### src/rtl/fts_pkg.sv
package fts_pkg;
  localparam int unsigned TS_W  = 32;
  localparam int unsigned PID_W = 17;
  localparam logic [PID_W-1:0] PID_BAD  = {PID_W{1'b1}};
  localparam logic [PID_W-1:0] PID_LAST = {{(PID_W-1){1'b1}}, 1'b0};

  typedef struct packed {
    logic [TS_W-1:0] sec;
    logic [TS_W-1:0] nsec;
    logic [TS_W-1:0] stat;
  } ts_entry_t;

  function automatic logic [PID_W-1:0] pid_of(input logic [TS_W-1:0] nsec);
    return nsec[PID_W-1:0];
  endfunction

  function automatic logic pid_is_bad(input logic [PID_W-1:0] pid);
    return pid == PID_BAD;
  endfunction

  // successor modulo PID_BAD: the highest valid ID wraps to zero
  function automatic logic [PID_W-1:0] pid_succ(input logic [PID_W-1:0] pid);
    return (pid == PID_LAST) ? '0 : pid + 1'b1;
  endfunction
endpackage

### src/rtl/fts_capture.sv
module fts_capture
  import fts_pkg::*;
(
  input  logic            clk,
  input  logic            rst_n,
  input  logic            fid_i,
  input  logic            new_valid_i,
  input  ts_entry_t       new_entry_i,
  input  logic [TS_W-1:0] sys_sec_i,
  input  logic [TS_W-1:0] sys_nsec_i,
  output ts_entry_t       cand_o,
  output logic            fresh_o
);
  ts_entry_t held_q;
  logic      held_v_q;
  ts_entry_t fill;

  always_comb begin
    fill.sec  = sys_sec_i;
    fill.nsec = sys_nsec_i | TS_W'(PID_BAD);
    fill.stat = '1;
  end

  always_comb begin
    if (new_valid_i)   cand_o = new_entry_i;
    else if (held_v_q) cand_o = held_q;
    else               cand_o = fill;
    fresh_o = new_valid_i | held_v_q;
  end

  always_ff @(posedge clk) begin
    if (!rst_n) begin
      held_q   <= '0;
      held_v_q <= 1'b0;
    end else if (fid_i) begin
      held_v_q <= 1'b0;
    end else if (new_valid_i) begin
      held_q   <= new_entry_i;
      held_v_q <= 1'b1;
    end
  end
endmodule

### src/rtl/fts_check.sv
module fts_check
  import fts_pkg::*;
(
  input  logic [PID_W-1:0] cand_pid_i,
  input  logic [PID_W-1:0] tail_pid_i,
  input  logic [PID_W-1:0] pre_pid_i,
  output logic             bad_o,
  output logic             gap_o,
  output logic             rep_o
);
  always_comb begin
    bad_o = pid_is_bad(cand_pid_i);
    gap_o = !bad_o && !pid_is_bad(tail_pid_i) && (cand_pid_i != pid_succ(tail_pid_i));
    rep_o = (cand_pid_i == tail_pid_i) && (cand_pid_i == pre_pid_i);
  end
endmodule

### src/rtl/fts_sat_cnt.sv
module fts_sat_cnt #(
  parameter int unsigned W = 16
) (
  input  logic         clk,
  input  logic         rst_n,
  input  logic         clr_i,
  input  logic         inc_i,
  output logic [W-1:0] cnt_o
);
  always_ff @(posedge clk) begin
    if (!rst_n)                 cnt_o <= '0;
    else if (clr_i)             cnt_o <= '0;
    else if (inc_i && ~&cnt_o)  cnt_o <= cnt_o + 1'b1;
  end
endmodule

### src/rtl/fid_ts_pipeline.sv
module fid_ts_pipeline
  import fts_pkg::*;
#(
  parameter int unsigned DEPTH = 4,
  parameter int unsigned CNT_W = 16
) (
  input  logic                        clk,
  input  logic                        rst_n,
  input  logic                        fid_i,
  input  logic                        new_valid_i,
  input  logic [31:0]                 new_sec_i,
  input  logic [31:0]                 new_nsec_i,
  input  logic [31:0]                 new_stat_i,
  input  logic [31:0]                 sys_sec_i,
  input  logic [31:0]                 sys_nsec_i,
  input  logic                        cnt_clr_i,
  output logic [DEPTH-1:0][31:0]      slot_sec_o,
  output logic [DEPTH-1:0][31:0]      slot_nsec_o,
  output logic [DEPTH-1:0][31:0]      slot_stat_o,
  output logic                        err_o,
  output logic [CNT_W-1:0]            bad_id_cnt_o,
  output logic [CNT_W-1:0]            gap_cnt_o
);
  localparam int unsigned TAIL = DEPTH - 1;
  localparam int unsigned PRE  = DEPTH - 2;

  ts_entry_t slot_q [DEPTH];
  ts_entry_t new_entry;
  ts_entry_t cand;
  ts_entry_t sys_entry;
  logic      cand_fresh;

  // named events for the checker
  logic advance;
  logic ev_bad;
  logic ev_gap;
  logic ev_rep;

  assign advance = fid_i;

  always_comb begin
    new_entry.sec  = new_sec_i;
    new_entry.nsec = new_nsec_i;
    new_entry.stat = new_stat_i;
    sys_entry.sec  = sys_sec_i;
    sys_entry.nsec = sys_nsec_i;
    sys_entry.stat = '1;
  end

  fts_capture u_cap (
    .clk         (clk),
    .rst_n       (rst_n),
    .fid_i       (fid_i),
    .new_valid_i (new_valid_i),
    .new_entry_i (new_entry),
    .sys_sec_i   (sys_sec_i),
    .sys_nsec_i  (sys_nsec_i),
    .cand_o      (cand),
    .fresh_o     (cand_fresh)
  );

  fts_check u_chk_pid (
    .cand_pid_i (pid_of(cand.nsec)),
    .tail_pid_i (pid_of(slot_q[TAIL].nsec)),
    .pre_pid_i  (pid_of(slot_q[PRE].nsec)),
    .bad_o      (ev_bad),
    .gap_o      (ev_gap),
    .rep_o      (ev_rep)
  );

  generate
    for (genvar i = 0; i < DEPTH; i++) begin : g_slot
      if (i < TAIL) begin : g_mid
        always_ff @(posedge clk) begin
          if (!rst_n)       slot_q[i] <= sys_entry;
          else if (advance) slot_q[i] <= slot_q[i+1];
        end
      end else begin : g_tail
        always_ff @(posedge clk) begin
          if (!rst_n) begin
            slot_q[i] <= sys_entry;
          end else if (advance) begin
            slot_q[i].sec  <= cand.sec;
            slot_q[i].nsec <= cand.nsec;
            slot_q[i].stat <= ev_rep ? '1 : cand.stat;
          end
        end
      end
      assign slot_sec_o[i]  = slot_q[i].sec;
      assign slot_nsec_o[i] = slot_q[i].nsec;
      assign slot_stat_o[i] = slot_q[i].stat;
    end
  endgenerate

  always_ff @(posedge clk) begin
    if (!rst_n)       err_o <= 1'b0;
    else if (advance) err_o <= ev_bad | ev_gap;
  end

  fts_sat_cnt #(.W(CNT_W)) u_cnt_bad (
    .clk   (clk),
    .rst_n (rst_n),
    .clr_i (cnt_clr_i),
    .inc_i (advance & ev_bad),
    .cnt_o (bad_id_cnt_o)
  );

  fts_sat_cnt #(.W(CNT_W)) u_cnt_gap (
    .clk   (clk),
    .rst_n (rst_n),
    .clr_i (cnt_clr_i),
    .inc_i (advance & ev_gap),
    .cnt_o (gap_cnt_o)
  );
endmodule

### config.mk
export PLATFORM = sky130hd
export DESIGN_NAME = fid_ts_pipeline
export DESIGN_NICKNAME = d
export VERILOG_FILES = /design/src/rtl/fts_pkg.sv /design/src/rtl/fts_capture.sv /design/src/rtl/fts_check.sv /design/src/rtl/fts_sat_cnt.sv /design/src/rtl/fid_ts_pipeline.sv
export SDC_FILE = /design/constraint.sdc
export NUM_CORES = 1
export LEC_CHECK = 0
export ABC_AREA = 1
export ABC_CLOCK_PERIOD_IN_PS = 10300
export BUFFER_PORTS_ARGS = -buffer_cell sky130_fd_sc_hd__buf_2
export CORE_ASPECT_RATIO = 0.6
export CORE_UTILIZATION = 48
export CTS_CLUSTER_DIAMETER = 30
export CTS_CLUSTER_SIZE = 25
export DETAILED_ROUTE_END_ITERATION = 8
export GPL_TIMING_DRIVEN = 0
export MAX_ROUTING_LAYER = met4
export PLACE_DENSITY = 0.87
export SLEW_MARGIN = 0
export SYNTH_ARGS = -nofsm -noshare
export SYNTH_HDL_FRONTEND = slang
export SYNTH_SLANG_ARGS = --single-unit
### constraint.sdc
create_clock -name clk -period 10.3 [get_ports clk]
set_clock_uncertainty 0.2 [all_clocks]
set_input_delay 1.03 -clock clk [delete_from_list [all_inputs] [get_ports clk]]
set_output_delay 1.03 -clock clk [all_outputs]
set_load 0.01 [all_outputs]
After elaboration in Yosys (flattened, before gate mapping):

Memory sizes are Yosys's and may differ from the RTL's.
Index checks and enable logic that the tools add are counted.

* add/subtract/negate cells: 3
* eq/ne operators: 6
* muxes and demuxes: 14
* bitwise gates (word level): 11
* reductions and logical operators: 14

Operators by type and width (count)
* $mux W96: 5
* $mux W32: 4
* $eq A17 B17 Y1 const B: 3
* $eq A17 B17 Y1: 2
* $add A16 B1 Y16 const B: 2
* $reduce_and A16 Y1: 2
* $add A17 B1 Y17 const B: 1
* $mux W17: 1
* $ne A17 B17 Y1: 1
* $or A1 B1 Y1: 7
* $logic_and A1 B1 Y1: 5
* $logic_not A1 Y1: 4
* $mux W1: 4
* $reduce_or A2 Y1: 2
* $and A1 B1 Y1: 2
* $not A1 Y1: 2
* $reduce_and A2 Y1: 1

* register bits after elaboration: 130
* RAM bits: 384
* input port bits: 165
* output and inout port bits: 417
* logic and storage cells: 56
* memories: 1

Memories
* slot_q: depth 4, width 96, read ports 4, clocked after Yosys merged registers in 0, write ports 4, line fid_ts_pipeline.sv:27 `ts_entry_t slot_q [DEPTH];`

Depth between registers and ports, before layout:

Gate-level depths: netlist of run 1.

* word-level depth: 8
* mapped depth: 20
* gate-level depth less buffers: 19

Hierarchy:

From an unflattened synthesis of run 1, not the netlist that was laid out.

* cell total of the unflattened synthesis: 2712
* area, all modules: 23835.4 sq um

By module, submodules not included
* fid_ts_pipeline: instances 1, cells each 1183, area each 15016.9 sq um, seq. area each 11551.1 sq um
* fts_capture: instances 1, cells each 944, area each 5505.3 sq um, seq. area each 1941.9 sq um
* fts_sat_cnt: instances 2, cells each 158, area each 991.0 sq um, seq. area each 320.3 sq um
* fts_check: instances 1, cells each 269, area each 1331.3 sq um, seq. area each 0.0 sq um

Worst setup path before layout of run 1:

Ideal clock, no wire load.

* path type: input to register
* start point: input port rst_n
* end point: memory slot_q[0][0] in the netlist's numbering, enable pin
* setup time: 2.819 ns
* arrival time: 7.763 ns
* data required time: 7.281 ns
* path slack: -0.482 ns
* stages: 3
* buffers on the path: 2
* cells stage by stage: clkbuf_1 clkbuf_1 nand2_1

RTL lines
* start: declaration: line fid_ts_pipeline.sv:8 `input logic rst_n,`
* end: declaration: line fid_ts_pipeline.sv:27

==> results.md, run 1 <==
- Initial antenna violation count: 29
- Max VDD drop: 0.000121 V
- Crit-path most repeated cell: clkbuf_1
- Final worst setup slack: 6.02 ns
- Max Fclk: 234 MHz
- Wire per inst: 21.4 um
- CTS tree: built
- Htree depth: 3
- Die Area: 46,900 um2
- Hold Path Class: reg -> reg
- Clk Latency, worst-skew pair: 0.60 ns
- TritonRoute pass-1 iters: 7
- Worst endpoint required time: 10.53 ns
- Top post-synthesis cells by area: edfxtp_1, dfxtp_1, nand2_1, nor2_1, o21ai_0
- Power Total: 5560 uW
- Initial DRC Count: 2,370
- Post-Syn Instances: 2,221
- Final wirelength: 77.0 mm
- Worst-path clk slew: 0.05 ns
- Synthesized Nets: 2,391
- First-pass GRT wire length: 112 mm
- P per Cell Area: 195 nW/um2
- HPWL after DPL: 55.7 mm
- Max cap viols: 0
- Post-CTS Setup Bufs: 0
- Largest delay contributor family on the critical path: buffers and inverters
- Part of the Yosys area used for sequential elements: 0.640
- Fillers: 3,470
- Async set-reset flop share out of synthesis: 0
- Peak per-stage delay on the critical path: 0.87 ns
- Effective utilization at floorplan: 0.489
- RSZ-0062 raised after global routing: no
- Util after Layout: 0.631
- # nets final: 3,050
- Leakage Power: 0.0119 uW
- Worst EP arrival: 4.51 ns
- CP max-delay cell: clkbuf_1
- DR vias: 20,000
- Layout area overhead: 28.9%
- Status: complete, no violations
- Number of flops mapped to enable cells by yosys: 384
- Setup tns final: 0 ns
- Final Hold Violating Endpoints: 0
- Distinct cells, synth: 40
- R2R depth: 18
- GRT Total Usage: 0.328
- Final setup viols: 0
- Fin crit period: 4.28 ns
- Placement Setup Slack: 5.50 ns
- Max-slew violation count: 0
- Crit-path cells: clkbuf_1, nand2_1, clkbuf_1, clkbuf_1, clkbuf_1, nand2_1, o21ai_0
- Most instantiated cells after synthesis: nand2_1, edfxtp_1, nor2_1, o21ai_0, inv_1
- Synth warn: 0
- WS Path Type: in -> reg
- Synth top area share: 0.522
- Top FF cell, synth: edfxtp_1
- Cts repair resizes: 0
- Vias in the first global route: 18,700
- Worst-Margin Slew: 1.17 ns
- Largest net degree at the start of global routing: 113
- Via-to-Cell Ratio: 5.57
- Slew HR: 0.214
- Hold-fix buffers at CTS: 0
- Rows: 60
- TritonCTS Buffers: 74
- CP max FO: 10
- Critical path depth: 7
- Synthesized area: 22,100 um2
- Buf/Inv on CP: 4
- Gp weighted congestion: 0.956
- Yosys reg bits: 514
- I/O pins: 582
- CP Capture Type: flop
- # DRC: 0
- Die height: 168 um
- Bufs on Longest Clock Path: 3
- # port buffers: 580
- Overflow after GRT: 0
- Synth area leader: edfxtp_1
- Share of cells above drive strength 1: 0.291
- Count leader, synth: nand2_1
- Antenna Nets Post-Route: 0
- Core area: 45,100 um2
- Mean Syn Cell Area: 9.94 um2
- Final period util: 0.415
- Chip width: 279 um
- Clock Sinks: 514
- Worst hold path depth: 2
- CTS Root Cell: clkbuf_16
- Startpoint types: primary input
==> placed cells by master, fill, tap and decap left out, types with 3 or more instances in the layout <==
cell type	n
clkinv_1	4
inv_2	9
inv_6	12
buf_2	589
xor2_1	27
nor4_1	5
or2_2	97
o21ai_0	152
a21oi_1	19
inv_8	6
nand2_2	3
clkbuf_16	75
nor2_1	266
edfxtp_1	384
nand2_1	546
o22ai_1	88
clkinv_16	3
clkbuf_8	5
nor3_1	19
nand4_1	37
buf_16	3
clkinv_2	8
a31oi_1	3
xnor2_1	5
o22ai_2	9
inv_1	145
diode_2	33
buf_6	5
clkinvlp_4	8
buf_4	3
dfxtp_1	130
nand3_1	86
clkbuf_1	108
clkinv_4	6
a22oi_1	47
ha_1	5
==> stage by stage <==
step / area [um2] / instances / hold slack [ns]
2_1_floorplan: 22100 / 2221 / 0.279
6_report: 28500 / 3595 / 0.290
5_1_grt: 28500 / 3592 / 0.322
4_1_cts: 28400 / 3562 / 0.290
3_5_place_dp: 25900 / 3424 / 0.282
3_3_place_gp: 25800 / 3421 / 0.278
==> worst reg2reg max path, stage by stage (launching register included) <==
cell and delay (ns):
edfxtp_1 0.53, ha_1 0.28, nand3_1 0.20, inv_1 0.23, nand3_1 0.13, nor2_1 0.12
ha_1 0.26, nand2_1 0.08, nand2_1 0.05, nand2_1 0.06, nand2_1 0.04, nor2_1 0.08
nand2_1 0.10, nor2_1 0.18, nand3_4 0.16, nand3_1 0.25, nand2_1 0.09, inv_1 0.06
nor2_1 0.04
==> layer usage <==
layer / up-vias / GRT usage / routed length, um
li1: 8969 / - / -
met1: 9501 / 0.414 / 29900
met2: 1319 / 0.493 / 35000
met3: 231 / 0.0788 / 7910
met4: 0 / 0.174 / 4180
met5: - / - / 0
==> worst paths after layout <==
check | start | to | slack (ns)
max | rst_n | slot_q[3][47] | 6.02
min | err_o | err_o | 0.29
max reg2reg | slot_q[3][33] | u_cnt_gap.cnt_o[0] | 7.06
min reg2reg | err_o | err_o | 0.29
==> cells by family after synthesis <==
kind of cell    count (synthesis)  synth area share
compound gates                322            0.0873
xor+xnor                       32            0.0127
fa+ha+maj                       5           0.00283
buf+inv                       277            0.0499
flops                         514             0.640
simple gates                 1071             0.207
==> registers in the layout (all words and copies together), names as in the netlist <==
| name | count |
|---|---|
| err_o | 1 |
| slot_q | 384 |
| u_cap.held_q | 96 |
| u_cap.held_v_q | 1 |
| u_cnt_bad.cnt_o | 16 |
| u_cnt_gap.cnt_o | 16 |
==> area by class of cell <==
class	instances	area [um2]	area share
Multi-Input combinational cell	1430	6860	0.241
Sequential cell	514	14100	0.497
Clock buffer	88	1980	0.0694
Inverter	157	589	0.0207
Buffer	120	512	0.0180
Tap cell	620	776	0.0273
Timing Repair Buffer	583	2990	0.105
Clock inverter	50	552	0.0194
Antenna cell	33	82.6	0.00290
==> where the power goes <==
group / leakage (uW) / switching [uW] / internal [uW]
combinational: 0.00603 / 378 / 188
clock: 0.00122 / 1050 / 1480
sequential: 0.00468 / 79.3 / 2380
total: 0.0119 / 1510 / 4050
No activity file was read; power rests on OpenSTA's default activity.
==> inputs of run 2 (changes only) <==
--- a/config.mk
+++ b/config.mk
@@ -5,17 +5,17 @@
 export SDC_FILE = /design/constraint.sdc
 export NUM_CORES = 1
 export LEC_CHECK = 0
-export ABC_AREA = 1
-export ABC_CLOCK_PERIOD_IN_PS = 10300
+export ABC_AREA = 0
+export ABC_CLOCK_PERIOD_IN_PS = 4400
 export BUFFER_PORTS_ARGS = -buffer_cell sky130_fd_sc_hd__buf_2
 export CORE_ASPECT_RATIO = 0.6
-export CORE_UTILIZATION = 48
+export CORE_UTILIZATION = 53
 export CTS_CLUSTER_DIAMETER = 30
 export CTS_CLUSTER_SIZE = 25
 export DETAILED_ROUTE_END_ITERATION = 8
 export GPL_TIMING_DRIVEN = 0
 export MAX_ROUTING_LAYER = met4
-export PLACE_DENSITY = 0.87
+export PLACE_DENSITY = 0.9
 export SLEW_MARGIN = 0
 export SYNTH_ARGS = -nofsm -noshare
 export SYNTH_HDL_FRONTEND = slang
==> constraint.sdc (replaced) <==
create_clock -name clk -period 4.4 [get_ports clk]
set_clock_uncertainty 0.2 [all_clocks]
set_input_delay 0.44 -clock clk [delete_from_list [all_inputs] [get_ports clk]]
set_output_delay 0.44 -clock clk [all_outputs]
set_load 0.01 [all_outputs]
==> results.md, run 2 <==
- Worst endpoint required time: 4.72 ns (-5.81 ns)
- Final worst setup slack: 0.0318 ns (-5.99 ns)
- Wire per inst: 23.3 um (+8.7%)
- Antenna Nets Post-Route: 0 (unchanged)
- Final Hold Violating Endpoints: 0 (unchanged)
- Max cap viols: 0 (unchanged)
- Yosys reg bits: 514 (unchanged)
- I/O pins: 582 (unchanged)
- Layout area overhead: 34.1%
- Effective utilization at floorplan: 0.543 (+0.0540)
- Mean Syn Cell Area: 10.3 um2 (+3.4%)
- Distinct cells, synth: 80 (+100%)
- HPWL after DPL: 58.1 mm (+4.4%)
- Min Hold Slack: 0.0233 ns (-0.267 ns)
- Fin crit period: 4.37 ns
- CTS tree: built
- Synthesized Nets: 2,329 (-2.6%)
- GRT Total Usage: 0.388 (+0.0594)
- Count leader, synth: nand2_1
- Synthesized area: 22,200 um2 (+0.56%)
- Overflow after GRT: 0 (unchanged)
- Worst-Margin Slew: 1.07 ns (-0.106 ns)
- Status: complete, no violations
- Worst-path clk slew: 0.06 ns (about the same)
- CP max FO: 9 (-1)
- Die height: 161 um (-4.5%)
- Vias in the first global route: 20,200 (+7.8%)
- P_sw: 3670 uW (+140%)
- Commonest non-fill, non-tap cells in the layout: nand2_1, buf_2, edfxtp_1
- Number of flops mapped to enable cells by yosys: 384 (unchanged)
- Util after Layout: 0.728 (+0.0975)
- Leakage Power: 0.0118 uW (-1.0%)
- Via-to-Cell Ratio: 5.99 (+7.6%)
- # nets final: 3,113 (+2.1%)
- Gp weighted congestion: 1.01 (+5.7%)
- TritonCTS Buffers: 78 (+5.4%)
- Htree depth: 3 (unchanged)
- Max VDD drop: 0.000266 V (+120%)
- Pint: 9700 uW (+140%)
- Clk Latency, worst-skew pair: 0.59 ns (about the same)
- Async set-reset flop share out of synthesis: 0 (unchanged)
- Post-Syn Instances: 2,159 (-2.8%)
- Slew HR: 0.288 (+0.0735)
- First-pass GRT wire length: 121 mm (+7.8%)
- P per Cell Area: 449 nW/um2 (+130%)
- Number of flip-flops in the largest register: 384 (unchanged)
- Reg power frac: 0.430 (-0.012)
- Max-slew violation count: 0 (unchanged)
- Share of cells above drive strength 1: 0.266 (-0.0246)
- Rows: 57 (-5.0%)
- Top reg by flops: slot_q
- Synth warn: 0 (unchanged)
- Die Area: 42,700 um2 (-8.8%)
- Synth area leader: edfxtp_1
- Final period util: 0.993
- # port buffers: 580 (unchanged)
- TritonRoute pass-1 iters: 6 (-1)
- Top flop regs: slot_q (384), u_cap.held_q (96)
- Placement Setup Slack: 0.0450 ns (-5.45 ns)
- Bufs on Longest Clock Path: 3 (unchanged)
- Clock share of power: 0.455 (about the same)
- Final wirelength: 83.3 mm (+8.2%)
- Max Fclk: 229 MHz
- Comb power frac: 0.114 (+0.012)
- WS Path Type: reg -> reg
- Synth top area share: 0.519 (-0.00291)
- Largest net degree at the start of global routing: 77 (-32%)
- Clock Sinks: 514 (unchanged)
- Core area: 40,900 um2 (-9.4%)
- Top post-synthesis cells by area: edfxtp_1, nand2_1, dfxtp_1, a21oi_1, nand2b_1
- Commonest non-fill, non-tap cell in the layout: nand2_1
- Final setup viols: 0 (unchanged)
- CP Capture Type: flop
- Chip width: 266 um (-4.5%)
- Part of the Yosys area used for sequential elements: 0.637 (-0.00357)
- Net Sw Frac: 0.275 (+0.00282)
- Worst EP arrival: 4.69 ns (+0.18 ns)
- Initial antenna violation count: 8 (-72%)
- Initial DRC Count: 3,191 (+35%)
- Hold Path Class: in -> reg
- Startpoint types: flop
- CTS Root Cell: clkbuf_16
- Top FF cell, synth: edfxtp_1
- Most instantiated cells after synthesis: nand2_1, edfxtp_1, a21oi_1, dfxtp_1, clkbuf_1
- # DRC: 0 (unchanged)
- DR vias: 21,400 (+7.0%)
==> run 2: changes by cell type in the layout (fill, tap and decap cells not counted), moves of 93 or more <==
cell           change
nand2_1          +204
inv_1            -133
nor2_1           -186
or2_2             -93
a21oi_1          +138
nand2b_1         +103
dlygate4sd3_1    +111
==> run 2: kinds of logic after synthesis <==
logic type | Yosys count | synth area share
xor+xnor | 26 | 0.0103
buf+inv | 148 | 0.0305
simple gates | 1062 | 0.210
compound gates | 399 | 0.107
flops | 514 | 0.637
mux | 5 | 0.00231
fa+ha+maj | 5 | 0.00282
==> run 2: through the flow <==
stage	cells	TNS [ns]	area [um2]	power, uW
floorplan	2159	0	22200	6510
global placement	3299	-331.35	25800	7150
detailed placement	3304	0	26000	7200
CTS	3559	0	29600	13300
global route	3575	-0.0155	29800	13700
finish	3576	0	29800	13400
==> run 2: area by class of cell <==
class / instances / area [um2]
clock inverter: 55 / 551
timing repair buffer: 704 / 4220
buffer: 134 / 624
antenna: 9 / 22.5
fill: 2742 / 11100
tap: 560 / 701
multi-input combinational: 1497 / 7430
inverter: 14 / 52.6
clock buffer: 89 / 2030
sequential: 514 / 14100
==> run 2: per-layer routing <==
metal | global-route usage | routed length, um | up-vias
li1 | - | - | 9184
met1 | 0.497 | 31000 | 10200
met2 | 0.580 | 37700 | 1728
met3 | 0.0882 | 9900 | 340
met4 | 0.197 | 4720 | 0
met5 | - | 0 | -
==> run 2: final timing paths <==
path / slack (ns) / cells after the start / to / from
min reg2reg: 0.26 / 2 / u_cap.held_q[57] / u_cap.held_q[57]
max reg2reg: 0.03 / 13 / u_cnt_gap.cnt_o[8] / slot_q[3][32]
min: 0.02 / 3 / slot_q[0][33] / sys_nsec_i[1]
max: 0.03 / 13 / u_cnt_gap.cnt_o[8] / slot_q[3][32]
==> run 2: worst max-delay path: stages (launching register included) <==
cell and delay, ns:
edfxtp_1 0.47, buf_4 0.19, inv_1 0.11, ha_1 0.29, nand4_1 0.28, nor2_1 0.58
nand2_1 0.26, a31oi_1 0.65, a221oi_2 0.08, nand4_2 0.15, nor4_4 0.07, buf_12 0.15
or4_2 0.67, a21oi_2 0.15
==> run 2: power by group through the flow <==
stage / Combinational [uW] / Sequential [uW] / Clock, uW
after floorplan: 573 / 5940 / 0
after global placement: 1310 / 5840 / 0
after detailed placement: 1360 / 5830 / 0
after CTS: 1460 / 5740 / 6090
after global routing: 1610 / 5770 / 6330
final: 1530 / 5750 / 6090
==> run 2: repair_timing <==
item                                   in CTS  in global routing
endpoints found under the hold margin     160                  0
setup endpoints to repair                   0                 17
hold buffers                              111                  0
resized for setup                           0                  5
setup buffers                               0                  8
